==> src/rtl/usb_in_ep_pkg.sv <==
// Shared types for the interrupt IN endpoint control block.
// Assumes the register layout is fixed at 8 bits with a 4-bit size field.
package usb_in_ep_pkg;
    localparam int SIZE_W = 4;

    typedef enum logic [1:0] {
        RESP_NAK   = 2'd0,
        RESP_STALL = 2'd1,
        RESP_DATA0 = 2'd2,
        RESP_DATA1 = 2'd3
    } resp_e;
endpackage

==> src/rtl/ep_ctl_regs.sv <==
// Control state of the endpoint: ready flag, toggle, stall, size limit, irq.
// Assumes wr_en is already qualified by address; ack_fire already gated.
module ep_ctl_regs
    import usb_in_ep_pkg::*;
(
    input  logic              clk,
    input  logic              rst_n,
    input  logic              wr_en,
    input  logic [7:0]        wdata,
    input  logic              ack_fire,
    input  logic              irq_ack,
    output logic              rdy,
    output logic              tog,
    output logic              stall,
    output logic [SIZE_W-1:0] size,
    output logic              irq,
    output logic              flush
);
    logic set_rdy;
    logic clr_tog;

    assign flush   = wr_en & wdata[2];
    assign set_rdy = wr_en & wdata[0];
    assign clr_tog = wr_en & wdata[7];

    // Ready flag: engine acknowledge or flush clear it, firmware sets it.
    always_ff @(posedge clk) begin
        if (!rst_n)                rdy <= 1'b0;
        else if (ack_fire || flush) rdy <= 1'b0;
        else if (set_rdy)          rdy <= 1'b1;
    end

    // Data toggle: forced clear beats the flip on acknowledge.
    always_ff @(posedge clk) begin
        if (!rst_n)        tog <= 1'b0;
        else if (clr_tog)  tog <= 1'b0;
        else if (ack_fire) tog <= ~tog;
    end

    // Stall flag and size limit are plain stored fields.
    always_ff @(posedge clk) begin
        if (!rst_n) begin
            stall <= 1'b0;
            size  <= '0;
        end else if (wr_en) begin
            stall <= wdata[1];
            size  <= wdata[6:3];
        end
    end

    // Sticky interrupt request, set has priority over acknowledge.
    always_ff @(posedge clk) begin
        if (!rst_n)        irq <= 1'b0;
        else if (ack_fire) irq <= 1'b1;
        else if (irq_ack)  irq <= 1'b0;
    end

    AST_FLUSH_WINS:   assert property (@(posedge clk) disable iff (!rst_n) flush |=> !rdy);
    AST_TOGGLE_CLEAR: assert property (@(posedge clk) disable iff (!rst_n) clr_tog |=> !tog);
    AST_IRQ_ON_ACK:   assert property (@(posedge clk) disable iff (!rst_n) ack_fire |=> irq);
    AST_STALL_HELD:   assert property (@(posedge clk) disable iff (!rst_n) !wr_en |=> $stable(stall));
    AST_SIZE_HELD:    assert property (@(posedge clk) disable iff (!rst_n) !wr_en |=> $stable(size));
endmodule

==> src/rtl/ep_tx_fifo.sv <==
// Packet buffer: firmware pushes bytes, engine pops them up to the length limit.
// Assumes clear and rewind come from the control logic; pop is gated outside.
module ep_tx_fifo
    import usb_in_ep_pkg::*;
#(
    parameter int DEPTH  = 64,
    parameter int DATA_W = 8
) (
    input  logic                         clk,
    input  logic                         rst_n,
    input  logic                         push,
    input  logic [DATA_W-1:0]            push_data,
    input  logic                         rdy,
    input  logic                         clear,
    input  logic                         rewind,
    input  logic                         pop,
    input  logic [SIZE_W-1:0]            size,
    output logic [DATA_W-1:0]            tx_data,
    output logic [$clog2(DEPTH+1)-1:0]   tx_len
);
    localparam int CNT_W = $clog2(DEPTH + 1);
    localparam int AW    = $clog2(DEPTH);
    localparam int LIM_W = SIZE_W + 3;
    localparam int CMP_W = (CNT_W > LIM_W) ? CNT_W : LIM_W;

    logic [DATA_W-1:0] mem [DEPTH];
    logic [CNT_W-1:0]  cnt;
    logic [CNT_W-1:0]  rd_ptr;
    logic [CMP_W-1:0]  cnt_x;
    logic [CMP_W-1:0]  lim_x;
    logic              push_ok;
    logic              pop_ok;

    assign push_ok = push && !rdy && (cnt < CNT_W'(DEPTH));
    assign cnt_x   = CMP_W'(cnt);
    assign lim_x   = CMP_W'({size, 3'b000});
    assign tx_len  = (cnt_x < lim_x) ? cnt : lim_x[CNT_W-1:0];
    assign pop_ok  = pop && (rd_ptr < tx_len);
    assign tx_data = (rd_ptr < tx_len) ? mem[rd_ptr[AW-1:0]] : '0;

    // Storage write on accepted push.
    always_ff @(posedge clk) begin
        if (push_ok) mem[cnt[AW-1:0]] <= push_data;
    end

    // Fill count: cleared on flush or delivery, grows on accepted push.
    always_ff @(posedge clk) begin
        if (!rst_n || clear) cnt <= '0;
        else if (push_ok)    cnt <= cnt + 1'b1;
    end

    // Read pointer: rewound per token, advanced per pop within the packet.
    always_ff @(posedge clk) begin
        if (!rst_n || clear || rewind) rd_ptr <= '0;
        else if (pop_ok)               rd_ptr <= rd_ptr + 1'b1;
    end

    AST_NO_PUSH_WHEN_READY: assert property (@(posedge clk) disable iff (!rst_n) (rdy && !clear) |=> $stable(cnt));
    AST_CLEAR_EMPTIES:      assert property (@(posedge clk) disable iff (!rst_n) clear |=> (cnt == '0));
    AST_PTR_REWIND:         assert property (@(posedge clk) disable iff (!rst_n) rewind |=> (rd_ptr == '0));
endmodule

==> src/rtl/ep_resp_sel.sv <==
// Chooses the handshake for an IN token from stall, ready and toggle.
// Assumes inputs are registered state; output is combinational.
module ep_resp_sel
    import usb_in_ep_pkg::*;
(
    input  logic  stall,
    input  logic  rdy,
    input  logic  tog,
    output resp_e resp
);
    // Priority: stall, then not ready, then data with current toggle.
    always_comb begin
        if (stall)     resp = RESP_STALL;
        else if (!rdy) resp = RESP_NAK;
        else if (tog)  resp = RESP_DATA1;
        else           resp = RESP_DATA0;
    end
endmodule

==> src/rtl/usb_in_ep_ctrl.sv <==
// Top of the interrupt IN endpoint: register decode, buffer and handshake.
// Assumes a single register at REG_ADDR and single-cycle engine strobes.
module usb_in_ep_ctrl
    import usb_in_ep_pkg::*;
#(
    parameter logic [7:0] REG_ADDR   = 8'hF2,
    parameter int         FIFO_DEPTH = 64
) (
    input  logic                              clk,
    input  logic                              rst_n,
    input  logic [7:0]                        reg_addr,
    input  logic                              reg_wr,
    input  logic [7:0]                        reg_wdata,
    output logic [7:0]                        reg_rdata,
    input  logic                              fifo_wr,
    input  logic [7:0]                        fifo_wdata,
    input  logic                              tok_in,
    input  logic                              tx_pop,
    input  logic                              host_ack,
    output logic [1:0]                        resp,
    output logic [7:0]                        tx_data,
    output logic [$clog2(FIFO_DEPTH+1)-1:0]   tx_len,
    input  logic                              irq_ack,
    output logic                              irq
);
    logic              sel;
    logic              wr_en;
    logic              rdy;
    logic              tog;
    logic              stall;
    logic [SIZE_W-1:0] size;
    logic              flush;
    logic              ack_fire;
    logic              pop_en;
    resp_e             resp_q;

    assign sel      = (reg_addr == REG_ADDR);
    assign wr_en    = reg_wr && sel;
    assign ack_fire = host_ack && rdy && !stall;
    assign pop_en   = tx_pop && rdy && !stall;

    ep_ctl_regs u_regs (
        .clk      (clk),
        .rst_n    (rst_n),
        .wr_en    (wr_en),
        .wdata    (reg_wdata),
        .ack_fire (ack_fire),
        .irq_ack  (irq_ack),
        .rdy      (rdy),
        .tog      (tog),
        .stall    (stall),
        .size     (size),
        .irq      (irq),
        .flush    (flush)
    );

    ep_tx_fifo #(.DEPTH(FIFO_DEPTH), .DATA_W(8)) u_fifo (
        .clk       (clk),
        .rst_n     (rst_n),
        .push      (fifo_wr),
        .push_data (fifo_wdata),
        .rdy       (rdy),
        .clear     (flush || ack_fire),
        .rewind    (tok_in),
        .pop       (pop_en),
        .size      (size),
        .tx_data   (tx_data),
        .tx_len    (tx_len)
    );

    ep_resp_sel u_resp (
        .stall (stall),
        .rdy   (rdy),
        .tog   (tog),
        .resp  (resp_q)
    );

    assign resp = resp_q;

    // Read mux: control bits 7 and 2 always read as zero.
    always_comb begin
        reg_rdata = 8'h00;
        if (sel) reg_rdata = {1'b0, size, 1'b0, stall, rdy};
    end

    AST_STALL_RESP: assert property (@(posedge clk) disable iff (!rst_n) stall |-> (resp == 2'd1));
    AST_ACK_FLIPS:  assert property (@(posedge clk) disable iff (!rst_n)
                        (ack_fire && !(wr_en && reg_wdata[7])) |=> (tog != $past(tog)));
    AST_NAK_IDLE:   assert property (@(posedge clk) disable iff (!rst_n) (!stall && !rdy) |-> (resp == 2'd0));
endmodule

==> config.mk <==
export PLATFORM = sky130hd
export DESIGN_NAME = usb_in_ep_ctrl
export DESIGN_NICKNAME = d
export VERILOG_FILES = /design/src/rtl/usb_in_ep_pkg.sv /design/src/rtl/ep_ctl_regs.sv /design/src/rtl/ep_tx_fifo.sv /design/src/rtl/ep_resp_sel.sv /design/src/rtl/usb_in_ep_ctrl.sv
export SDC_FILE = /design/constraint.sdc
export NUM_CORES = 1
export LEC_CHECK = 0
export BUFFER_PORTS_ARGS = -buffer_cell sky130_fd_sc_hd__buf_4
export CAP_MARGIN = 20
export CORE_ASPECT_RATIO = 1.1
export CORE_MARGIN = 3
export CORE_UTILIZATION = 55
export CTS_CLUSTER_DIAMETER = 200
export DETAILED_ROUTE_END_ITERATION = 16
export PLACE_DENSITY = 0.75
export SKIP_CTS_REPAIR_TIMING = 1
export SYNTH_ARGS = -nofsm -noshare
export SYNTH_HDL_FRONTEND = slang
export SYNTH_SLANG_ARGS = --single-unit
==> constraint.sdc <==
create_clock -name clk -period 4.65 [get_ports clk]
set_input_delay 0.465 -clock clk [delete_from_list [all_inputs] [get_ports clk]]
set_output_delay 0.465 -clock clk [all_outputs]
set_load 0.005 [all_outputs]
# Word level (Yosys, flattened, before mapping)

Memory sizes are Yosys's and may differ from the RTL's. A register that Yosys moved wholly into a read port is not among the register bits.
Cells that the tools add are included.
W data, S select, Z words.

Bits in registers: 22
RAM bits: 512
Memories kept: 1

Memory list:

| memory     | depth | bits a word | read ports | clocked after Yosys merged registers in | write ports | RTL line         | RTL |
|---|---|---|---|---|---|---|---|
| u_fifo.mem | 64    | 8           | 1          | 1                                       | 1           | ep_tx_fifo.sv:26 | `logic [DATA_W-1:0] mem [DEPTH];` |

$add $sub $neg: 2
Magnitude comparators: 3
Equality and inequality tests: 1
Multiplexer cells: 12
Bitwise gates (word level): 5
Reductions and logical operators: 17

Operator list:

| cell                  | count |
|---|---|
| $add A7 B1 Y7 const B | 2 |
| $lt A7 B7 Y1          | 2 |
| $mux W7               | 2 |
| $mux W6               | 2 |
| $eq A8 B8 Y1 const B  | 1 |
| $logic_and A1 B1 Y1   | 8 |
| $mux W8               | 1 |
| $lt A7 B7 Y1 const B  | 1 |
| $mux W1               | 5 |
| $mux W2               | 2 |
| $reduce_or A2 Y1      | 2 |
| $and A1 B1 Y1         | 3 |
| $logic_not A1 Y1      | 3 |
| $logic_or A1 B1 Y1    | 3 |
| $not A1 Y1            | 2 |
| $reduce_bool A2 Y1    | 1 |

# Longest topological paths before layout

Gate-level depths: netlist of run 1.

Depth in word-level cells: 7
Gate-level depth with buffers: 16
Depth with buffers taken out: 14

# By module

A second synthesis of run 1 with hierarchy kept.

Cells, all modules: 1147
Area, all modules: 21546.9 um^2

By module, submodules not included:

| module         | instances | cells an instance | area an instance (um^2) |
|---|---|---|---|
| ep_tx_fifo     | 1         | 1095              | 21106.5 |
| ep_ctl_regs    | 1         | 27                | 300.3 |
| usb_in_ep_ctrl | 1         | 23                | 126.4 |
| ep_resp_sel    | 1         | 2                 | 13.8 |

# Worst setup path after synthesis of run 1

Ideal clock, no wire load.

Kind: reg-to-output
Start point: reg u_regs.size[1]
End point: out tx_data[3]
Arrival time: 3.165 ns
Path slack: 1.020 ns
Cell stages (with the launch flop): 16
Buffers on the path: 2
Cells stage by stage: dfxtp_1 inv_1 ha_1 a21oi_1 o21bai_1 a21oi_1 nor2_1 a21oi_1 ha_1 a21o_1 a21o_1 a211o_1 a21o_1 buf_6 buf_2 nor4_1

Longest elaborated chain between the ends: 4

RTL lines:

| element                  | RTL line             | RTL |
|---|---|---|
| start: declaration       | ep_ctl_regs.sv:15    | `output logic [SIZE_W-1:0] size,` |
| start signal: assignment | ep_ctl_regs.sv:47    | `size <= wdata[6:3];` |
| $lt A7 B7 Y1             | ep_tx_fifo.sv:37     | `assign tx_len = (cnt_x < lim_x) ? cnt : lim_x[CNT_W-1:0];` |
| $mux W7 *                | ep_tx_fifo.sv:37     |  |
| $lt A7 B7 Y1 *           | ep_tx_fifo.sv:39     | `assign tx_data = (rd_ptr < tx_len) ? mem[rd_ptr[AW-1:0]] : '0;` |
| $mux W8 *                | ep_tx_fifo.sv:39     |  |
| end: declaration         | usb_in_ep_ctrl.sv:21 | `output logic [7:0] tx_data,` |

Every way passes the cells marked *; elsewhere a longest branch is shown, timed or not.

# Worst setup path in the final report of run 1

Start point: reg u_fifo.cnt[4]
End point: out tx_data[3]

Longest elaborated chain between the ends: 4

RTL lines:

| element                  | RTL line         | RTL |
|---|---|---|
| start: declaration       | ep_tx_fifo.sv:27 | `logic [CNT_W-1:0] cnt;` |
| start signal: assignment | ep_tx_fifo.sv:49 | `else if (push_ok) cnt <= cnt + 1'b1;` |
| $lt A7 B7 Y1             | ep_tx_fifo.sv:37 |  |
| $mux W7 *                | ep_tx_fifo.sv:37 |  |
| $lt A7 B7 Y1 *           | ep_tx_fifo.sv:39 |  |
| $mux W8 *                | ep_tx_fifo.sv:39 |  |

Marked as above.

==> impl_metrics.tcl, run 1 <==
set metrics [dict create \
    max_stage_delay_ns 0.44 \
    antenna_cells 0 \
    timing.final.crit_share_pct 93.41 \
    drt-vias-per-instance 6.462 \
    min_period_ns 4.343 \
    cts_tree "yes" \
    r2r-start "u_fifo.cnt[4]$_SDFFE_PP0P_" \
    cts-root-buf "clkbuf_16" \
    outcome "finished clean" \
    async_reset_ff_share_pct 0 \
    seq_area_um2 15950 \
    synthSimpleGateAreaFrac_pct 5.023 \
    fillers 2644 \
    power.density_nw_per_um2 389.3 \
    seq_area_frac_synth_pct 73.53 \
    numCtsBuffers 51 \
    synth_top_family_by_area "multiplexers" \
    required_ns 4.18 \
    synthMuxAreaShare_pct 14.97 \
    slew-limit-headroom_pct 22.47 \
    synth-warning-count 0 \
    ys.flop_type "edfxtp_1" \
    grt_pass1_vias 11260 \
    fin_setup_tns_ns 0 \
    maxCapViolCount 0 \
    rsz0062_at_grt "no" \
    htreeDepth 2 \
    worst_slack_ns 0.3067 \
    reg2reg_depth 13 \
    finalClockSkew_ns 0.01633 \
    synthTopCellsByArea "edfxtp_1, mux4_2, dfxtp_1, mux2i_1, nor2_1" \
    drt_first_pass_iters 6 \
    dieArea_um2 41820 \
    netlist.area_leader.share_pct 70.94 \
    crit_arrival_ns 3.88 \
    routed_wl_um 48360 \
    worst_pin_slew_ns 1.159 \
    whs_path_depth 2 \
    ys_ff_latch 540 \
    antenna_left 0 \
    start_kind "register" \
    grt_max_degree 65 \
    die_h_um 214.2 \
    rows 75 \
    synth_compound_area_share_pct 3.193 \
    grt_use_total_pct 23.22 \
    slew_viol_final 0 \
    start_util_pct 56.33 \
    syn_inst 1146 \
    cts.sink_count 540 \
    multi_input_area_um2 5238 \
    drive_above_1_share_pct 21.53 \
    crit_chain "ha_1, a21oi_1, o21bai_1, a21oi_1, buf_4, a21oi_1, ha_1, a21o_1, a21o_1, a211o_1, a21o_2, nor4_2, buf_4" \
    crit_path_end_kind "output pin" \
    p_leak_nw 7.473 \
    ir_drop_v 0.0002371 \
    antenna_found_initial 0 \
    grt-ovfl-total 0 \
    grt_first_pass_wirelength_um 72700 \
    synth_xor_area_share_pct 0.2021 \
    synthAdderAreaFrac_pct 0.6928 \
    drc 0 \
    place_congestion 0.9120 \
    max_freq_mhz 230.2 \
    hold_violations 0 \
    hold_path.class "input pin to register" \
    worstSetupStartpoint "u_fifo.cnt[4]$_SDFFE_PP0P_" \
    place_hpwl_um 29560 \
    synth_edf_count 512 \
    finalPower_mw 9.327 \
    dpl-instance-area_um2 22410 \
    post-place-ws_ns 0.6353 \
    min_from "reg_wdata[7]" \
    fp.coreArea_um2 38470 \
    finalInstanceArea_um2 23960 \
    cts_max_path_buffers 3 \
    vias 11280 \
    critPathKind "register to output pin" \
    r2r_slack_ns 1.06 \
    synth_cell_types 60 \
    wl_per_cell_um 27.71 \
    die_x_um 195.3 \
    io_buffers 55 \
    drt_iter0_drc 1424 \
    path_clk_slew_ns 0.06 \
    synth_area_um2 21670 \
    nNetsFinal 1250 \
    path_max_fanout 19 \
    finalSetupViolCount 0 \
    synth_largest_area_cell "edfxtp_1" \
    avgSynthCellArea_um2 18.91 \
    slowest_stage "dfxtp_2" \
    syn_to_final_growth_pct 10.54 \
    clk_latency_ns 0.58 \
    crit_top_cell "a21oi_1" \
    min_to "u_regs.tog$_SDFFE_PP0P_" \
    ios 58 \
]
placed cells by master, fill, tap and decap left out, types with 5 or more instances in the layout:
cell type | synthesis | final
nor3_1 | 13 | 13
a21boi_0 | 6 | 6
a221oi_1 | 8 | 8
mux2i_1 | 53 | 53
edfxtp_1 | 512 | 512
mux4_1 | 9 | 9
a22oi_1 | 11 | 11
mux2_2 | 6 | 6
o21ai_0 | 16 | 16
ha_1 | 12 | 12
mux4_2 | 107 | 107
inv_1 | 13 | 13
clkinv_1 | 0 | 10
nand3_1 | 25 | 25
nor2_1 | 95 | 95
clkinv_2 | 0 | 9
nand4_1 | 5 | 5
clkbuf_1 | 16 | 13
clkbuf_16 | 0 | 53
buf_4 | 11 | 67
nor2b_1 | 5 | 5
a21o_1 | 6 | 5
a211oi_1 | 5 | 5
nand2_1 | 46 | 46
and2_1 | 11 | 11
a31oi_1 | 7 | 7
a21oi_1 | 28 | 27
dfxtp_1 | 28 | 23
cell type report:
cell class	count	share of cell area, %
clock buffer	69	5.912
clock inverter	23	0.4910
inverter	13	0.2037
multi-input combinational	530	21.86
sequential	540	66.57
tap	500	2.612
timing repair buffer	70	2.350
cells in the mapped netlist (3+ instances only):
cell,n
nand3b_1,3
nor4bb_1,3
o21ai_0,16
nor2_1,95
buf_4,11
nor3_1,13
inv_1,13
nand3_1,25
clkbuf_1,16
nand2_1,46
nand2b_1,4
and2_1,11
xor2_1,3
a31oi_1,7
o31ai_1,4
mux2_2,6
a211oi_1,5
or3_1,3
buf_1,6
mux4_1,9
buf_6,18
mux2i_1,53
nand4_1,5
edfxtp_1,512
a21oi_1,28
o22ai_1,3
a22oi_1,11
a21o_1,6
a221oi_1,8
a21boi_0,6
nor2b_1,5
ha_1,12
nor4_1,5
buf_2,8
dfxtp_1,28
mux4_2,107
through the flow:
stage	std cells	util, %	hold slack (ns)
2_1_floorplan	1147	-	0.4519
3_3_place_gp	1653	58.24	0.4677
3_5_place_dp	1653	58.24	0.4802
4_1_cts	1745	62.23	0.05625
5_1_grt	1745	62.26	0.08929
6_report	1745	62.26	0.09210
registers in the layout (all words and copies together), names as in the netlist, named ones only:
register and count:
u_regs.size 4, u_regs.stall 1, u_fifo.rd_ptr 7, u_fifo.cnt 7, u_regs.tog 1, u_regs.irq 1
u_fifo.mem 512, u_regs.rdy 1
per-layer routing:
layer  track usage [%]  wire length [µm]
met1             33.05             19070
met2             37.31             23590
met3             3.944              4008
met4             7.678              1683
met5                 0                 0
worst max-delay path by stage:
stage	slack [ns]	to
floorplan	1.02	tx_data[3]
CTS	0.006	tx_data[3]
global placement	0.86	tx_data[3]
detailed placement	0.64	tx_data[3]
finish	0.31	tx_data[3]
global route	0.02	tx_data[3]
cells by family (layout without fill, tap and decap cells):
| kind of cell | count (synthesis) | after routing |
|---|---|---|
| mux | 175 | 175 |
| buf+inv | 77 | 175 |
| other cells | 1 | 2 |
| compound gates | 105 | 105 |
| simple gates | 231 | 231 |
| fa+ha+maj | 12 | 12 |
| xor+xnor | 5 | 5 |
| flops | 540 | 540 |
critical path: cells and delay by family (launching register included):
family                     cells  cell delay (ns)
and+or+nand+nor                1             0.35
buffers and inverters          2             0.34
adders and majority gates      2             0.60
DFF                            1             0.44
AOI/OAI and AO/OA              8             1.56
where the power goes:
group / internal, mW / leakage [nW] / switching [mW]
sequential: 5.33 / 4.84 / 0.00717
clock: 2.13 / 0.758 / 1.70
combinational: 0.0373 / 1.88 / 0.123
No activity file was read; power rests on OpenSTA's default activity.
==> run 2, diff against run 1 <==
Clock period 4.65 ns to 5.6 ns, I/O delays scaled along.
==> run 2 against run 1 <==
Against the previous run:
- worst hold slack better by 0.092 ns
- sequential share of layout area is 0.57 points lower
- first-iteration DRC count is 6.9% lower
- worst setup slack better by 0.22 ns
- via count is 0.78% lower
- register-to-register slack better by 0.31 ns
- critical endpoint unchanged
==> impl_metrics.tcl, run 2 (same netlist as run 1, synthesis figures left out) <==
set metrics [dict create \
    ir_drop_v 0.0002089 \
    slew-limit-headroom_pct 28.47 \
    cts_tree "yes" \
    max_freq_mhz 197.3 \
    io_buffers 55 \
    crit_path_end_kind "output pin" \
    hold_violations 0 \
    antenna_found_initial 0 \
    power.density_nw_per_um2 339.3 \
    finalPower_mw 8.197 \
    crit_arrival_ns 4.51 \
    dpl-instance-area_um2 22370 \
    p_comb_share_pct 1.6 \
    vias 11190 \
    sw_frac_of_total_pct 19.00 \
    worst_pin_slew_ns 1.069 \
    drive_above_1_share_pct 21.69 \
    die_x_um 195.3 \
    start_util_pct 56.33 \
    r2r_slack_ns 1.37 \
    worstSetupStartpoint "u_fifo.cnt[4]$_SDFFE_PP0P_" \
    grt_pass1_vias 11390 \
    hold_path.class "input pin to register" \
    grt_first_pass_wirelength_um 71970 \
    finalClockSkew_ns 0.01113 \
    drt-vias-per-instance 6.411 \
    drc 0 \
    antenna_cells 0 \
    stdcell_count 1745 \
    finalSetupViolCount 0 \
    critPathKind "register to output pin" \
    clkPwrFrac_pct 44.3 \
    grt_max_degree 65 \
    maxCapViolCount 0 \
    crit_path_end "tx_data[3]" \
    grt_use_total_pct 23.14 \
    p_int_mw 6.639 \
    slew_viol_final 0 \
    antenna_left 0 \
    fp.coreArea_um2 38470 \
    timing.final.crit_share_pct 90.53 \
    place_inst 1649 \
    nNetsFinal 1249 \
    rows 75 \
    cts.sink_count 540 \
    dieArea_um2 41820 \
    min_period_ns 5.070 \
    outcome "finished clean" \
    cts-root-buf "clkbuf_16" \
    drt_iter0_drc 1326 \
    wl_per_cell_um 27.78 \
    finalInstanceArea_um2 24160 \
    rsz0062_at_grt "no" \
    grt-ovfl-total 0 \
    p_seq_share_pct 54.1 \
    layout_commonest_cell "edfxtp_1" \
    ios 58 \
    largest_register_ffs 512 \
    cts_max_path_buffers 3 \
    layout_common_cells "edfxtp_1, mux4_2, nor2_1" \
    drt_first_pass_iters 7 \
    syn_to_final_growth_pct 11.47 \
    reg2reg_depth 13 \
    path_max_fanout 19 \
    place_congestion 0.8701 \
    htreeDepth 2 \
    place_hpwl_um 29160 \
    switchingPower_mw 1.557 \
    die_h_um 214.2 \
    path_clk_slew_ns 0.06 \
    clk_latency_ns 0.57 \
    routed_wl_um 48480 \
    numCtsBuffers 52 \
    p_leak_nw 7.558 \
    r2r-start "u_fifo.cnt[4]$_SDFFE_PP0P_" \
    final_util_pct 62.79 \
    fin_setup_tns_ns 0 \
    required_ns 5.04 \
    start_kind "register" \
]
## run 2: cell types whose count changed in the layout (fill, tap and decap cells not counted), moves of 2 or more
cell and delta:
clkinvlp_4 +4, dfxtp_2 -2, clkinv_1 -2, inv_6 -2
clkbuf_1 -5, dfxtp_1 +2, bufinv_16 +9
## run 2: area by class of cell
cell class | instances | area, µm²
repair buffers | 68 | 535.5
clock buffers | 64 | 1398
clock inverters | 30 | 379.1
inverters | 13 | 48.80
multi-input cells | 530 | 5226
well taps | 500 | 625.6
fillers | 2615 | 14320
flip-flops and latches | 540 | 15940
## run 2: how the worst min path moves through the flow
stage                                        endpoint  cells after the start                        start
final                         u_regs.tog$_SDFFE_PP0P_                      2                 reg_wdata[7]
after global routing          u_regs.tog$_SDFFE_PP0P_                      2                 reg_wdata[7]
after detailed placement  u_regs.size[2]$_SDFFE_PN0P_                      2  u_regs.size[2]$_SDFFE_PN0P_
after floorplan           u_regs.size[1]$_SDFFE_PN0P_                      2  u_regs.size[1]$_SDFFE_PN0P_
after CTS                     u_regs.tog$_SDFFE_PP0P_                      2                 reg_wdata[7]
after global placement    u_regs.size[2]$_SDFFE_PN0P_                      2  u_regs.size[2]$_SDFFE_PN0P_
## run 2: power groups by stage
stage	logic, mW	clock network (mW)	registers [mW]
3_3_place_gp	0.128	0	4.52
4_1_cts	0.134	3.66	4.43
2_1_floorplan	0.0355	0	4.52
3_5_place_dp	0.133	0	4.52
5_1_grt	0.143	3.83	4.43
6_report	0.134	3.63	4.43
## run 2: through the flow
step                worst slack (ns)  hold slack [ns]
finish                        0.5305           0.1841
CTS                           0.5736           0.1620
global placement               1.394           0.4688
global route                  0.1738           0.1601
floorplan                      1.875           0.4519
detailed placement             1.177           0.4730
## run 2: critical path, cell delays in order, from the launching register on
cell,delay [ns]
dfxtp_1,0.54
ha_1,0.30
a21oi_1,0.17
o21bai_1,0.09
a21oi_1,0.61
nor2_1,0.12
a21oi_1,0.16
ha_1,0.26
a21o_1,0.16
a21o_1,0.17
a211o_1,0.31
a21o_1,0.44
nor4_1,0.43
buf_4,0.17
## run 2: per-layer routing
metal	part of all wire, %	GRT usage [%]	vias to the layer above
li1	-	-	4752
met1	39	31.96	5737
met2	50	37.54	604
met3	8.7	5.123	95
met4	2.8	7.179	0
met5	0	0	-
==> run 3, diff against run 2 <==
--- a/config.mk
+++ b/config.mk
@@ -18,2 +18,3 @@
 export SYNTH_HDL_FRONTEND = slang
+export SYNTH_HIERARCHICAL = 1
 export SYNTH_SLANG_ARGS = --single-unit
--- a/constraint.sdc
+++ b/constraint.sdc
@@ -3,2 +3,2 @@
 set_output_delay 0.56 -clock clk [all_outputs]
-set_load 0.005 [all_outputs]
+set_load 0.05 [all_outputs]
==> run 3 against run 2 <==
Against the previous run:
- final cell count rose by 0.11%
- highest routed layer unchanged
- global-route usage is 0.54 points lower
- total power decreased by 3.4%
- utilization shrank 0.26 points
- area after synthesis decreased by 0.58%
- sequential power hardly changed
- design area shrank 0.65%
- maximum frequency rose by 2.0%
- clock skew rose by 0.012 ns
==> impl_metrics.tcl, run 3 <==
set metrics [dict create \
    grt_pass1_vias 11210 \
    ys_ff_latch 540 \
    grt_first_pass_wirelength_um 70010 \
    netlist.area_leader.share_pct 71.35 \
    p_seq_share_pct 56.0 \
    r2r-start "u_fifo/cnt[4]$_SDFFE_PP0P_" \
    die_h_um 213.6 \
    timing.final.crit_share_pct 88.79 \
    synth-warning-count 6 \
    p_int_mw 6.409 \
    synth_largest_area_cell "edfxtp_1" \
    synth_cell_types 56 \
    dieArea_um2 41590 \
    ios 58 \
    finalClockSkew_ns 0.02265 \
    cts_max_path_buffers 3 \
    syn_inst 1147 \
    required_ns 5.04 \
    routed_wl_um 46420 \
    ir_drop_v 0.0002534 \
    crit_arrival_ns 4.41 \
    syn_to_final_growth_pct 11.38 \
    crit_chain "ha_1, a211oi_1, nor3_1, nor2_1, mux2i_1, ha_1, a21o_1, a21o_1, a211o_1, a21oi_2, o311a_1, buf_4" \
    layout_common_cells "edfxtp_1, mux4_2, nor2_1" \
    worst_pin_slew_ns 1.144 \
    outcome "finished clean" \
    vias 11040 \
    finalSetupViolCount 0 \
    place_hpwl_um 28420 \
    synth_common_cells "edfxtp_1, mux4_2, nor2_1" \
    clkPwrFrac_pct 42.3 \
    dpl-instance-area_um2 22370 \
    wl_per_cell_um 26.57 \
    p_comb_share_pct 1.7 \
    fin_setup_tns_ns 0 \
    synthTopCellsByArea "edfxtp_1, mux4_2, mux2i_1, dfxtp_1, nor2_1" \
    finalInstanceArea_um2 24000 \
    whs_path_depth 2 \
    avgSynthCellArea_um2 18.79 \
    fp.coreArea_um2 38380 \
    grt-ovfl-total 0 \
    clk_latency_ns 0.57 \
    place_inst 1655 \
    grt_max_degree 65 \
    drt_iter0_drc 1077 \
    drt-vias-per-instance 6.319 \
    start_kind "register" \
    cts_tree "yes" \
    min_to "u_regs/tog$_SDFFE_PP0P_" \
    hold_violations 0 \
    slew_viol_final 0 \
    synth_edf_count 512 \
    ys.flop_type "edfxtp_1" \
    slew-limit-headroom_pct 23.46 \
    seq_area_frac_synth_pct 73.96 \
    rows 75 \
    path_clk_slew_ns 0.06 \
    power.density_nw_per_um2 330.0 \
    stdcell_count 1747 \
    crit_path_end_kind "output pin" \
    slowest_stage "dfxtp_1" \
    hold_path.class "input pin to register" \
    max_freq_mhz 201.1 \
    place_congestion 0.8911 \
    start_util_pct 56.14 \
    antenna_cells 0 \
    antenna_left 0 \
    sw_frac_of_total_pct 19.08 \
    numCtsBuffers 50 \
    synth_area_um2 21550 \
    largest_register_ffs 512 \
    htreeDepth 2 \
    die_x_um 194.7 \
    cts-root-buf "clkbuf_16" \
    grt_use_total_pct 22.60 \
    drc 0 \
    finalPower_mw 7.921 \
    rsz0062_at_grt "no" \
    min_period_ns 4.972 \
    max_stage_delay_ns 0.53 \
    r2r_slack_ns 1.60 \
    path_max_fanout 11 \
    layout_commonest_cell "edfxtp_1" \
    nNetsFinal 1251 \
    p_leak_nw 7.432 \
    drt_first_pass_iters 5 \
    fillers 2568 \
    critPathKind "register to output pin" \
    reg2reg_depth 12 \
    cts.sink_count 540 \
    switchingPower_mw 1.511 \
    async_reset_ff_share_pct 0 \
    synth_most_common_cell "edfxtp_1" \
    maxCapViolCount 0 \
    antenna_found_initial 0 \
    io_buffers 55 \
    drive_above_1_share_pct 21.73 \
    min_from "reg_wdata[7]" \
]
==> run 3: changes by cell type after synthesis, moves of 11 or more <==
| cell | delta |
|---|---|
| buf_2 | +12 |
| buf_6 | -11 |
| mux2i_1 | +16 |
| nand3_1 | -16 |
| nor2b_1 | +11 |
==> run 3: area by class of cell <==
cell class / count / area, µm² / area share, %
Clock buffer: 62 / 1360 / 5.667
Clock inverter: 30 / 270.3 / 1.126
Inverter: 26 / 97.59 / 0.4067
Multi-Input combinational cell: 521 / 5166 / 21.53
Sequential cell: 540 / 15940 / 66.44
Tap cell: 500 / 625.6 / 2.607
Timing Repair Buffer: 68 / 535.5 / 2.231
==> run 3: critical path: cells and delay by family (launching register included) <==
| family | cells | cell delay [ns] |
|---|---|---|
| buf+inv | 1 | 0.20 |
| mux | 1 | 0.33 |
| compound gates | 6 | 1.75 |
| flops | 1 | 0.53 |
| simple gates | 2 | 0.45 |
| fa+ha+maj | 2 | 0.59 |
==> run 3: logic make-up (layout without fill, tap and decap cells) <==
logic type	count (synthesis)	in the layout	synth area share (%)
AOI/OAI and AO/OA	105	105	3.142
and+or+nand+nor	208	208	4.524
adders and majority gates	12	12	0.6968
muxes	187	187	15.28
other	1	2	0.01740
xor gates and xnor gates	7	7	0.2845
DFF	540	540	73.96
buffers and inverters	87	186	2.102
==> run 3: worst max-delay path by stage <==
stage / startpoint / to / slack (ns) / cells past startpoint
finish: u_fifo/cnt[4]$_SDFFE_PP0P_ / tx_data[3] / 0.63 / 12
CTS: u_fifo/cnt[4]$_SDFFE_PP0P_ / tx_data[3] / 0.36 / 12
global route: u_fifo/cnt[4]$_SDFFE_PP0P_ / tx_data[4] / 0.33 / 12
floorplan: u_regs/size[1]$_SDFFE_PN0P_ / tx_data[4] / 1.07 / 13
global placement: u_fifo/cnt[4]$_SDFFE_PP0P_ / tx_data[7] / 1.11 / 12
detailed placement: u_fifo/cnt[4]$_SDFFE_PP0P_ / tx_data[3] / 0.98 / 12
==> run 3: power groups by stage <==
| stage | clock network (mW) | registers (mW) | logic, mW |
|---|---|---|---|
| after floorplan | 0 | 4.52 | 0.0399 |
| after global placement | 0 | 4.52 | 0.133 |
| after detailed placement | 0 | 4.52 | 0.139 |
| after CTS | 3.40 | 4.43 | 0.139 |
| after global routing | 3.58 | 4.43 | 0.148 |
| final | 3.35 | 4.43 | 0.137 |
==> run 3: metrics by stage <==
stage	utilization (%)	hold WS (ns)	setup WS [ns]
after global placement	58.27	0.4902	1.110
final	62.53	0.1794	0.6278
after global routing	62.53	0.1567	0.3286
after floorplan	-	0.4618	1.075
after CTS	62.52	0.1528	0.3579
after detailed placement	58.27	0.4925	0.9830
==> run 3: metal layers <==
| layer | vias up | track usage (%) | wire length (µm) |
|---|---|---|---|
| met4 | 0 | 7.850 | 1613 |
| met5 | - | 0 | 0 |
| met2 | 563 | 37.25 | 22830 |
| li1 | 4699 | - | - |
| met3 | 104 | 3.787 | 3935 |
| met1 | 5673 | 31.41 | 18040 |
